<file path="config.mk">
export PLATFORM = sky130hd
export DESIGN_NAME = oc_adder
export DESIGN_NICKNAME = d
export VERILOG_FILES = /design/src/rtl/oc_pkg.sv /design/src/rtl/oc_swap_adder.sv /design/src/rtl/oc_out_stage.sv /design/src/rtl/oc_adder.sv
export SDC_FILE = /design/constraint.sdc
export NUM_CORES = 1
export LEC_CHECK = 0
export ABC_CLOCK_PERIOD_IN_PS = 3100
export BUFFER_PORTS_ARGS = -buffer_cell sky130_fd_sc_hd__buf_2
export CAP_MARGIN = 20
export CORE_MARGIN = 3
export CORE_UTILIZATION = 57
export DETAILED_ROUTE_END_ITERATION = 8
export HOLD_SLACK_MARGIN = 0.03
export PLACE_DENSITY = 0.89
export SYNTH_ARGS = -nofsm -noshare
export SYNTH_HDL_FRONTEND = slang
export SYNTH_SLANG_ARGS = --single-unit
</file>
<file path="constraint.sdc">
create_clock -name clk -period 3.1 [get_ports clk]
set_clock_uncertainty 0.2 [all_clocks]
set_input_delay 0 -clock clk [delete_from_list [all_inputs] [get_ports clk]]
set_output_delay 0 -clock clk [all_outputs]
set_load 0.01 [all_outputs]
</file>
<file path="src/rtl/oc_pkg.sv">
package oc_pkg;
  // Output stage variant selected by the top-level parameter
  typedef enum logic [0:0] {
    STAGE_PASS = 1'b0,
    STAGE_FLOP = 1'b1
  } stage_e;
endpackage

</file>
<file path="src/rtl/oc_swap_adder.sv">
// One double-width addition of swapped operand pairs; the carry out of
// the low half lands in the high half, which is the folded result.
module oc_swap_adder #(
  parameter int unsigned OPW = 16
) (
  input  logic [OPW-1:0] a,
  input  logic [OPW-1:0] b,
  output logic [OPW-1:0] folded,
  output logic [OPW-1:0] low_half,
  output logic           end_carry
);
  localparam int unsigned WW = 2 * OPW;

  logic [WW-1:0] addend_ab;
  logic [WW-1:0] addend_ba;
  logic [WW-1:0] wide;

  assign addend_ab = {a, b};
  assign addend_ba = {b, a};
  assign wide      = addend_ab + addend_ba;

  assign folded    = wide[WW-1:OPW];
  assign low_half  = wide[OPW-1:0];
  // carry entering the high half, recovered from its bit zero
  assign end_carry = wide[OPW] ^ a[0] ^ b[0];
endmodule

</file>
<file path="src/rtl/oc_out_stage.sv">
module oc_out_stage #(
  parameter int unsigned   OPW   = 16,
  parameter oc_pkg::stage_e STAGE = oc_pkg::STAGE_FLOP
) (
  input  logic           clk,
  input  logic           rst_n,
  input  logic           in_valid,
  input  logic [OPW-1:0] d,
  output logic           out_valid,
  output logic [OPW-1:0] q
);
  generate
    if (STAGE == oc_pkg::STAGE_FLOP) begin : g_flop
      always_ff @(posedge clk or negedge rst_n) begin
        if (!rst_n) begin
          out_valid <= 1'b0;
          q         <= '0;
        end else begin
          out_valid <= in_valid;
          if (in_valid) q <= d;
        end
      end
    end else begin : g_pass
      assign out_valid = in_valid;
      assign q         = d;
    end
  endgenerate
endmodule

</file>
<file path="src/rtl/oc_adder.sv">
module oc_adder #(
  parameter int unsigned    OPW   = 16,
  parameter oc_pkg::stage_e STAGE = oc_pkg::STAGE_FLOP
) (
  input  logic           clk,
  input  logic           rst_n,
  input  logic           in_valid,
  input  logic [OPW-1:0] opa,
  input  logic [OPW-1:0] opb,
  output logic           out_valid,
  output logic [OPW-1:0] sum
);
  // named internal events for the checker
  logic [OPW-1:0] comb_sum;
  logic [OPW-1:0] low_half;
  logic           end_carry;

  oc_swap_adder #(.OPW(OPW)) u_add (
    .a         (opa),
    .b         (opb),
    .folded    (comb_sum),
    .low_half  (low_half),
    .end_carry (end_carry)
  );

  oc_out_stage #(.OPW(OPW), .STAGE(STAGE)) u_out (
    .clk       (clk),
    .rst_n     (rst_n),
    .in_valid  (in_valid),
    .d         (comb_sum),
    .out_valid (out_valid),
    .q         (sum)
  );
endmodule

</file>
* Word level (Yosys, flattened, before mapping)
Cells that the tools add are included.
Cells by class: add/sub/neg operators 1
Operators by type and width (number):
- $add 32x32->32 | 1
Storage, ports and cells: register bits 17, word-level logic and storage cells 3, bits of input ports 35, output and inout port bits 17

* Longest topological paths before layout
Gate-level depths: netlist of the first run.
word-level depth 1, depth in mapped cells 7, gate-level depth less buffers 6

* Cells and area by module
From an unflattened synthesis of the first run, not the netlist that was laid out.
Second synthesis, totals: cells, all modules 259, area total of the unflattened synthesis 2222.1 sq um
Modules (own cells, without submodules):
- oc_swap_adder | area each 1547.7 sq um, cells an instance 224, instances 1, sequential area each 0.0 sq um
- oc_out_stage | area each 674.4 sq um, cells an instance 35, instances 1, sequential area each 425.4 sq um

* Least setup slack after synthesis of the first run
No wires, ideal clock.
kind in2reg, from in opa[6], to reg u_out.q[5], library setup time 0.128 ns, arrival time 1.382 ns, path buffers 1, stages on the path 7, required time 2.772 ns, slack 1.389 ns, path through ha_1 -> buf_6 -> a21oi_1 -> o21ai_0 -> a221oi_1 -> mux2i_1 -> o21ai_0
Between the ends: longest elaborated chain between the ends 1
RTL lines:
- start, declared | RTL line oc_adder.sv:8 | input logic [OPW-1:0] opa,
- $add 32x32->32 | RTL line oc_swap_adder.sv:20 | assign wide = addend_ab + addend_ba;
- end signal, assigned | RTL line oc_out_stage.sv:17 | q <= '0;
- end signal, assigned | RTL line oc_out_stage.sv:20 | if (in_valid) q <= d;
- end, declared | RTL line oc_out_stage.sv:10 | output logic [OPW-1:0] q
Every way passes these cells. A chain may end at the register's enable or synchronous reset.

==> out/metrics.cfg, run 1 <==
[floorplan]
die_x_um=64.05
start_util_pct=61.40
core_area_sq_um=3128
ios=52
die_h_um=64.05
rows=20
die_area_sq_um=4102

[worst_setup_path]
crit_fanout=32
critPathRequiredTime_ps=3150
path_class=input pin to register
start_kind=input pin
endpoint_kind=register
cp.arrival_ps=2220

[power]
p_leak_nw=1.024
p_per_area_nw_per_um2=379.8
ir_drop_uv=212.8

[min_path]
worstHoldPathType=input pin to register

[timing]
maxSlewHeadroom_pct=37.77
hold_violations=0
slew_violations=0
finalCritPeriodShare_pct=69.90
grt_setup_unrepaired=no
setup_slack_ps=933.1
fin_setup_tns_ps=0
timing.fmax_ghz=0.4615
tightestPinTransition_ps=932.5
setup_viol_count_final=0
min_period_ps=2167

[routing]
route.detailed.drc=0
num_vias=2239
wl_met1_mm=2.437
postRouteWirelength_mm=5.781
top_layer_used=met4
wl_met2_mm=2.750
met3_length_um=491
antenna_left=0
viasPerCell=6.415
drt_iter0_markers=257
wl_per_cell_um=16.56
firstDrtPassIters=7

[clock_network]
worstSkewPairLatency_ps=310
cts_setup_buffers=0
cts_buffers=3
path_clk_slew_ps=120
cts_root_buffer=clkbuf_4
ctsHtreeMaxLevel=1
post_cts_resized=0
cts_tree=built
cts.path.max_buffers=2
cts.sinks=17

[placement]
placedCellCount=342
dp_hpwl_mm=4.431
dp_slack_ps=1034
gp_congestion=1.044
portBuffers=51

[grt]
grt_pass1_wl_mm=9.618
grt.overflow.total=0
grt_usage_pct=29.11
antenna_found_initial=0
grt_max_degree=33
first_global_vias=2066

[status]
status=completed

[yosys]
synth-seq-cells=17
synth.net_count=311
synth_ff_type=dfrtp_1
yosysWarnings=0
ys_seq_area_share_pct=22.15
synth-async-reset-ratio_pct=100.0
synth_edf_count=0
syn_area_per_cell_sq_um=7.387
netlist-cell-type-count=47
mappedNetlistArea_sq_um=1921
syn_inst=260

[run]
cap_violations=0

[finish]
final_cells=349
antenna_cells=0
nets=357
syn_to_final_growth_pct=14.98
drive_gt1_share_pct=22.30

## through the flow
stage	total power (W)	util (%)	area, sq um	hold WS (ps)
after floorplan	0.0005707	-	1921	-495.6
after global placement	0.0006828	68.76	2151	-256.7
after detailed placement	0.0006950	68.76	2151	-234.7
after CTS	0.0008299	70.60	2208	46.42
after global routing	0.0008995	70.60	2208	72.55
final	0.0008387	70.60	2208	46.77
## final cells by class
cell class | count | area (sq um)
Inverter | 5 | 18.77
Clock buffer | 3 | 22.52
Clock inverter | 1 | 5.005
Sequential cell | 17 | 425.4
Fill cell | 277 | 919.6
Tap cell | 44 | 55.05
Timing Repair Buffer | 54 | 285.3
Multi-Input combinational cell | 225 | 1396
## path summary, 6_finish.rpt
kind / to / slack, ps / start / cells past startpoint
max: u_out.q[8] / 930 / in_valid / 5
min: u_out.q[14] / 50 / opb[14] / 5
min reg2reg: u_out.q[14] / 350 / u_out.q[14] / 2
max in group asynchronous: u_out.q[1] / 1520 / rst_n / 3
min in group asynchronous: u_out.q[12] / 670 / rst_n / 3
max reg2reg: u_out.q[7] / 1940 / u_out.q[7] / 3
## per-layer routing
layer | GRT usage, % | up-vias
li1 | - | 1065
met1 | 37.51 | 1010
met2 | 50.84 | 148
met3 | 3.163 | 16
met4 | 8.356 | 0
met5 | 0 | -
## report_power, final
part	total [W]	internal [W]	switching, W	leakage (nW)
clock	0.000136	0.0000482	0.0000882	0.0177
combinational	0.000418	0.000162	0.000256	0.803
sequential	0.000284	0.000262	0.0000218	0.203
total	0.000839	0.000473	0.000366	1.02
## logic make-up after synthesis
| logic type | synth area share, % |
|---|---|
| DFF | 22.15 |
| and+or+nand+nor | 27.43 |
| muxes | 2.606 |
| adders and majority gates | 10.42 |
| AOI/OAI and AO/OA | 31.79 |
| buffers and inverters | 5.146 |
| xor gates and xnor gates | 0.4561 |
## critical path, stage by stage
cell	delay, ps
dlygate4sd3_1	530
buf_2	400
inv_1	530
or4_1	640
nand3_1	100
## cell usage in the layout (no fill, tap or decap), types with 2 or more instances in the layout
cell type / synthesis / routed
buf_2: 4 / 51
nand2_1: 40 / 40
nor2_1: 31 / 31
a21oi_1: 17 / 17
dfrtp_1: 17 / 17
ha_1: 16 / 16
nand3_1: 14 / 14
o21ai_0: 12 / 12
nor3_1: 9 / 9
a21o_1: 7 / 7
a22oi_1: 7 / 7
o21ai_1: 6 / 6
a211o_1: 6 / 6
a221oi_1: 6 / 6
nand4_1: 5 / 5
inv_1: 5 / 5
mux2i_1: 5 / 5
o21ai_2: 4 / 4
a21oi_2: 4 / 4
nor4_1: 4 / 4
a211oi_1: 4 / 4
clkbuf_4: 0 / 3
dlygate4sd3_1: 0 / 3
nand2_2: 2 / 2
nand3b_1: 2 / 2
nand2b_1: 2 / 2
nor2b_1: 2 / 2
or4_1: 2 / 2
## flip-flops by register name, summed over array words and instances (netlist names)
name and cells:
u_out.out_valid 1, u_out.q 16
## synthesized netlist by cell type (6+ instances only)
| library cell | n | area share [%] |
|---|---|---|
| o21ai_0 | 12 | 3.1 |
| nor3_1 | 9 | 2.3 |
| a21o_1 | 7 | 2.7 |
| dfrtp_1 | 17 | 22 |
| ha_1 | 16 | 10 |
| nand3_1 | 14 | 3.6 |
| a211o_1 | 6 | 2.7 |
| a21oi_1 | 17 | 4.4 |
| a22oi_1 | 7 | 2.7 |
| nor2_1 | 31 | 6.1 |
| nand2_1 | 40 | 7.8 |
| o21ai_1 | 6 | 1.6 |
| a221oi_1 | 6 | 2.7 |
## repair_timing
item	in CTS	in global routing
hold buffers	3	0
endpoints found under the hold margin	21	0
setup endpoints to repair	0	0
Note: power is estimated with default switching activity, not from simulation.
==> run 2, diff against run 1 <==
--- a/config.mk
+++ b/config.mk
@@ -5,14 +5,14 @@
 export SDC_FILE = /design/constraint.sdc
 export NUM_CORES = 1
 export LEC_CHECK = 0
-export ABC_CLOCK_PERIOD_IN_PS = 3100
+export ABC_CLOCK_PERIOD_IN_PS = 1800
 export BUFFER_PORTS_ARGS = -buffer_cell sky130_fd_sc_hd__buf_2
 export CAP_MARGIN = 20
 export CORE_MARGIN = 3
-export CORE_UTILIZATION = 57
+export CORE_UTILIZATION = 48
 export DETAILED_ROUTE_END_ITERATION = 8
 export HOLD_SLACK_MARGIN = 0.03
-export PLACE_DENSITY = 0.89
+export PLACE_DENSITY = 0.8
 export SYNTH_ARGS = -nofsm -noshare
 export SYNTH_HDL_FRONTEND = slang
 export SYNTH_SLANG_ARGS = --single-unit
==> constraint.sdc (replaced) <==
create_clock -name clk -period 1.8 [get_ports clk]
set_clock_uncertainty 0.2 [all_clocks]
set_input_delay 0 -clock clk [delete_from_list [all_inputs] [get_ports clk]]
set_output_delay 0 -clock clk [all_outputs]
set_load 0.01 [all_outputs]
==> out/metrics.cfg, run 2 (synthesis results as in run 1) <==
[timing]
tightestPinTransition_ps=429.9
finalCritPeriodShare_pct=92.73
maxSlewHeadroom_pct=71.34
timing.fmax_ghz=0.5991
slew_violations=0
min_period_ps=1669
setup_viol_count_final=0
grt_setup_unrepaired=no
whs_ps=8.552
hold_violations=0

[finish]
final_cells=409
drive_gt1_share_pct=34.63
syn_to_final_growth_pct=38.63
largest_reg_flops=16
layout_common_cells=56 x buf_4, 51 x buf_2, 40 x nand2_1
top_register=u_out.q
final_common_cell=buf_4
largestRegisters=u_out.q (16), u_out.out_valid (1)
antenna_cells=0
fin_area_sq_um=2663
nets=413

[power]
p_leak_nw=1.306
p_per_area_nw_per_um2=625.8
ir_drop_uv=327.8

[worst_setup_path]
path_class=input pin to register
cp_slowest_cell=dlygate4sd3_1
cpPeakStageDelay_ps=520
path_delay_family=buffers and inverters
reg2reg_slack_ps=650
critPathBufInv=4
critPathRequiredTime_ps=1800
crit_chain=dlygate4sd3_1, buf_2, inv_1, buf_12, or4_1, nand3_1
crit_fanout=32
cp.arrival_ps=1670
start_kind=input pin
endpoint_kind=register

[routing]
firstDrtPassIters=4
antenna_left=0
wl_per_cell_um=14.68
postRouteWirelength_mm=6.004
num_vias=2384
drt_iter0_markers=145
route.detailed.drc=0
viasPerCell=5.829

[grt]
use_met2_pct=45.44
grt_pass1_wl_mm=10.20
grtUsageMet1_pct=32.37
first_global_vias=2281
busiest_layer=met2
use_met3_pct=3.188
grt_max_degree=33
antenna_found_initial=0
grt.overflow.total=0
grt_usage_pct=25.45

[floorplan]
die_x_um=69.26
start_util_pct=50.93
die_area_sq_um=4796
die_h_um=69.26
ios=52
rows=22
core_area_sq_um=3771

[placement]
gp_congestion=0.9221
placedCellCount=403
place_area_sq_um=2596
portBuffers=51
dp_hpwl_mm=4.795

[clock_network]
cts_root_buffer=clkbuf_8
cts.path.max_buffers=2
cts_buffers=3
path_clk_slew_ps=80
worstSkewPairLatency_ps=270
cts.sinks=17
ctsHtreeMaxLevel=1
cts_setup_buffers=0
cts_tree=built

[min_path]
worstHoldPathType=input pin to async pin

[status]
status=completed

[run]
cap_violations=0

[run 2: cell count changes in the layout (fill, tap and decap cells not counted), sizes merged]
| cell | before | now |
|---|---|---|
| dlygate4sd3 | 3 | 2 |
| buf | 51 | 108 |
[run 2: cell type report]
cell class                      count  area [sq um]
Sequential cell                    17         425.4
Inverter                            5         18.77
Fill cell                         304          1109
Timing Repair Buffer              110         715.7
Clock inverter                      1         5.005
Tap cell                           48         60.06
Multi-Input combinational cell    225          1396
Clock buffer                        3         41.29
[run 2: routing by layer]
| layer | wire length [um] | vias to the layer above |
|---|---|---|
| li1 | - | 1181 |
| met1 | 2542 | 1115 |
| met2 | 2954 | 79 |
| met3 | 431 | 9 |
| met4 | 75 | 0 |
| met5 | 0 | - |
[run 2: timing repair]
action | in CTS | in global routing
hold buffers | 3 | 0
endpoints found under the setup margin | 0 | 17
resized for setup | 0 | 0
hold endpoints to repair | 23 | 0
[run 2: stage by stage]
step | setup TNS (ps) | power (W) | worst slack, ps | utilization [%]
after floorplan | 0 | 0.0009829 | 89.33 | -
after global placement | -364.2 | 0.001332 | -115.2 | 68.85
after detailed placement | -599.5 | 0.001350 | -117.8 | 68.85
after CTS | 0 | 0.001669 | 121.9 | 70.87
after global routing | 0 | 0.001780 | 18.21 | 70.60
final | 0 | 0.001666 | 130.8 | 70.60
[run 2: where the power goes]
part | total, W | switching [W] | internal, W
Sequential | 0.000488 | 0.0000360 | 0.000452
Combinational | 0.000869 | 0.000463 | 0.000406
Clock | 0.000309 | 0.000155 | 0.000154
[run 2: worst paths after layout]
kind / start / endpoint / cells after the start
max: in_valid / u_out.q[11] / 6
min: rst_n / u_out.q[0] / 2
max reg2reg: u_out.q[7] / u_out.q[7] / 3
min reg2reg: u_out.q[12] / u_out.q[12] / 2
max in group asynchronous: rst_n / u_out.q[11] / 2
min in group clk: opb[1] / u_out.q[1] / 6
==> run 3, diff against run 2 <==
--- a/config.mk
+++ b/config.mk
@@ -9,10 +9,10 @@
 export BUFFER_PORTS_ARGS = -buffer_cell sky130_fd_sc_hd__buf_2
 export CAP_MARGIN = 20
 export CORE_MARGIN = 3
-export CORE_UTILIZATION = 48
+export CORE_UTILIZATION = 40
 export DETAILED_ROUTE_END_ITERATION = 8
 export HOLD_SLACK_MARGIN = 0.03
-export PLACE_DENSITY = 0.8
+export PLACE_DENSITY = 0.69
 export SYNTH_ARGS = -nofsm -noshare
 export SYNTH_HDL_FRONTEND = slang
 export SYNTH_SLANG_ARGS = --single-unit
==> out/metrics.cfg, run 3 (synthesis results as in run 1) <==
[clock_network]
ctsHtreeMaxLevel=1
cts_tree=built
cts_setup_buffers=0
worstSkewPairLatency_ps=250
path_clk_slew_ps=70
cts_root_buffer=clkbuf_8
cts_buffers=3
cts.sinks=17
cts.path.max_buffers=2

[floorplan]
rows=24
die_x_um=75.29
die_area_sq_um=5669
die_h_um=75.29
start_util_pct=42.64
ios=52
core_area_sq_um=4504

[worst_setup_path]
rr_startpoint=u_out.q[0]
crit_fanout=4
start_kind=input pin
critPathRequiredTime_ps=1740
r2r-end=u_out.q[0]
reg2reg_slack_ps=670
reg2reg_depth=2
path_class=input pin to register
endpoint_kind=register
cp.arrival_ps=1630

[min_path]
worstHoldPathType=input pin to register
hp-start=opb[1]
worstHoldPathCells=6
min_to=u_out.q[1]

[placement]
dp_slack_ps=-177.7
place_area_sq_um=2589
gp_congestion=0.9473
portBuffers=51
dp_hpwl_mm=4.991

[routing]
route.detailed.drc=0
num_vias=2314
postRouteWirelength_mm=6.157
drt_iter0_markers=131
viasPerCell=5.589
wl_per_cell_um=14.87
firstDrtPassIters=4
antenna_left=0

[finish]
fin_area_sq_um=2668
largest_reg_flops=16
antenna_cells=0
drive_gt1_share_pct=34.53
syn_to_final_growth_pct=38.89
final_common_cell=buf_4
largestRegisters=u_out.q (16), u_out.out_valid (1)
final_core_util_pct=59.22
top_register=u_out.q
nets=414
layout_common_cells=57 x buf_4, 51 x buf_2, 40 x nand2_1

[power]
p_leak_nw=1.304
ir_drop_uv=386.4
p_per_area_nw_per_um2=619.7

[timing]
slew_violations=0
hold_violations=0
tightestPinTransition_ps=833.9
min_period_ps=1695
grt_setup_unrepaired=no
timing.fmax_ghz=0.5900
setup_viol_count_final=0
maxSlewHeadroom_pct=44.22
setup_slack_ps=105.1
finalCritPeriodShare_pct=94.16

[grt]
grt_pass1_wl_mm=10.24
grt_max_degree=25
first_global_vias=2259
grt.overflow.total=0
antenna_found_initial=0
grt_usage_pct=22.80

[status]
status=completed

[run]
cap_violations=0

## run 3: worst max path at each step
stage               startpoint          end  slack (ps)
floorplan               opa[6]   u_out.q[5]          90
global placement        opa[6]   u_out.q[5]        -110
detailed placement      opa[6]   u_out.q[5]        -180
CTS                      rst_n  u_out.q[10]          40
global route             rst_n   u_out.q[7]          10
finish                 opa[10]   u_out.q[5]         110
## run 3: layout make-up
type | count | area (sq um)
clock buffer | 4 | 45.04
tap | 52 | 65.06
fill | 429 | 1837
sequential | 17 | 425.4
timing repair buffer | 111 | 713.2
multi-input combinational | 225 | 1400
inverter | 5 | 18.77
## run 3: what timing repair did
item,CTS,global route
hold buffers,3,0
resized for setup,0,1
setup endpoints to repair,0,1
hold endpoints to repair,18,0
## run 3: report_power, final
group	switching, W	internal [W]
registers	0.0000362	0.000452
clock network	0.000136	0.000157
logic	0.000466	0.000405
total	0.000638	0.00101
## run 3: critical path, stage by stage
cell	delay, ps
buf_2	100
ha_1	360
a21oi_1	220
o21ai_0	190
a221oi_1	440
mux2i_1	230
o21ai_0	90
## run 3: metal layers
layer	GRT usage (%)	routed length [um]	up-vias
li1	-	-	1181
met2	39.98	2955	57
met4	5.049	81	0
met5	0	0	-
met3	2.902	211	8
met1	29.86	2909	1068
## run 3: through the flow
step                power (W)  hold slack (ps)  std cells  TNS (ps)
global route         0.001783            187.1        414         0
finish               0.001653            156.7        414         0
detailed placement   0.001352           -232.2        407    -833.9
global placement     0.001338           -252.6        407    -535.1
CTS                  0.001663            152.4        414         0
floorplan           0.0009829           -495.6        260         0
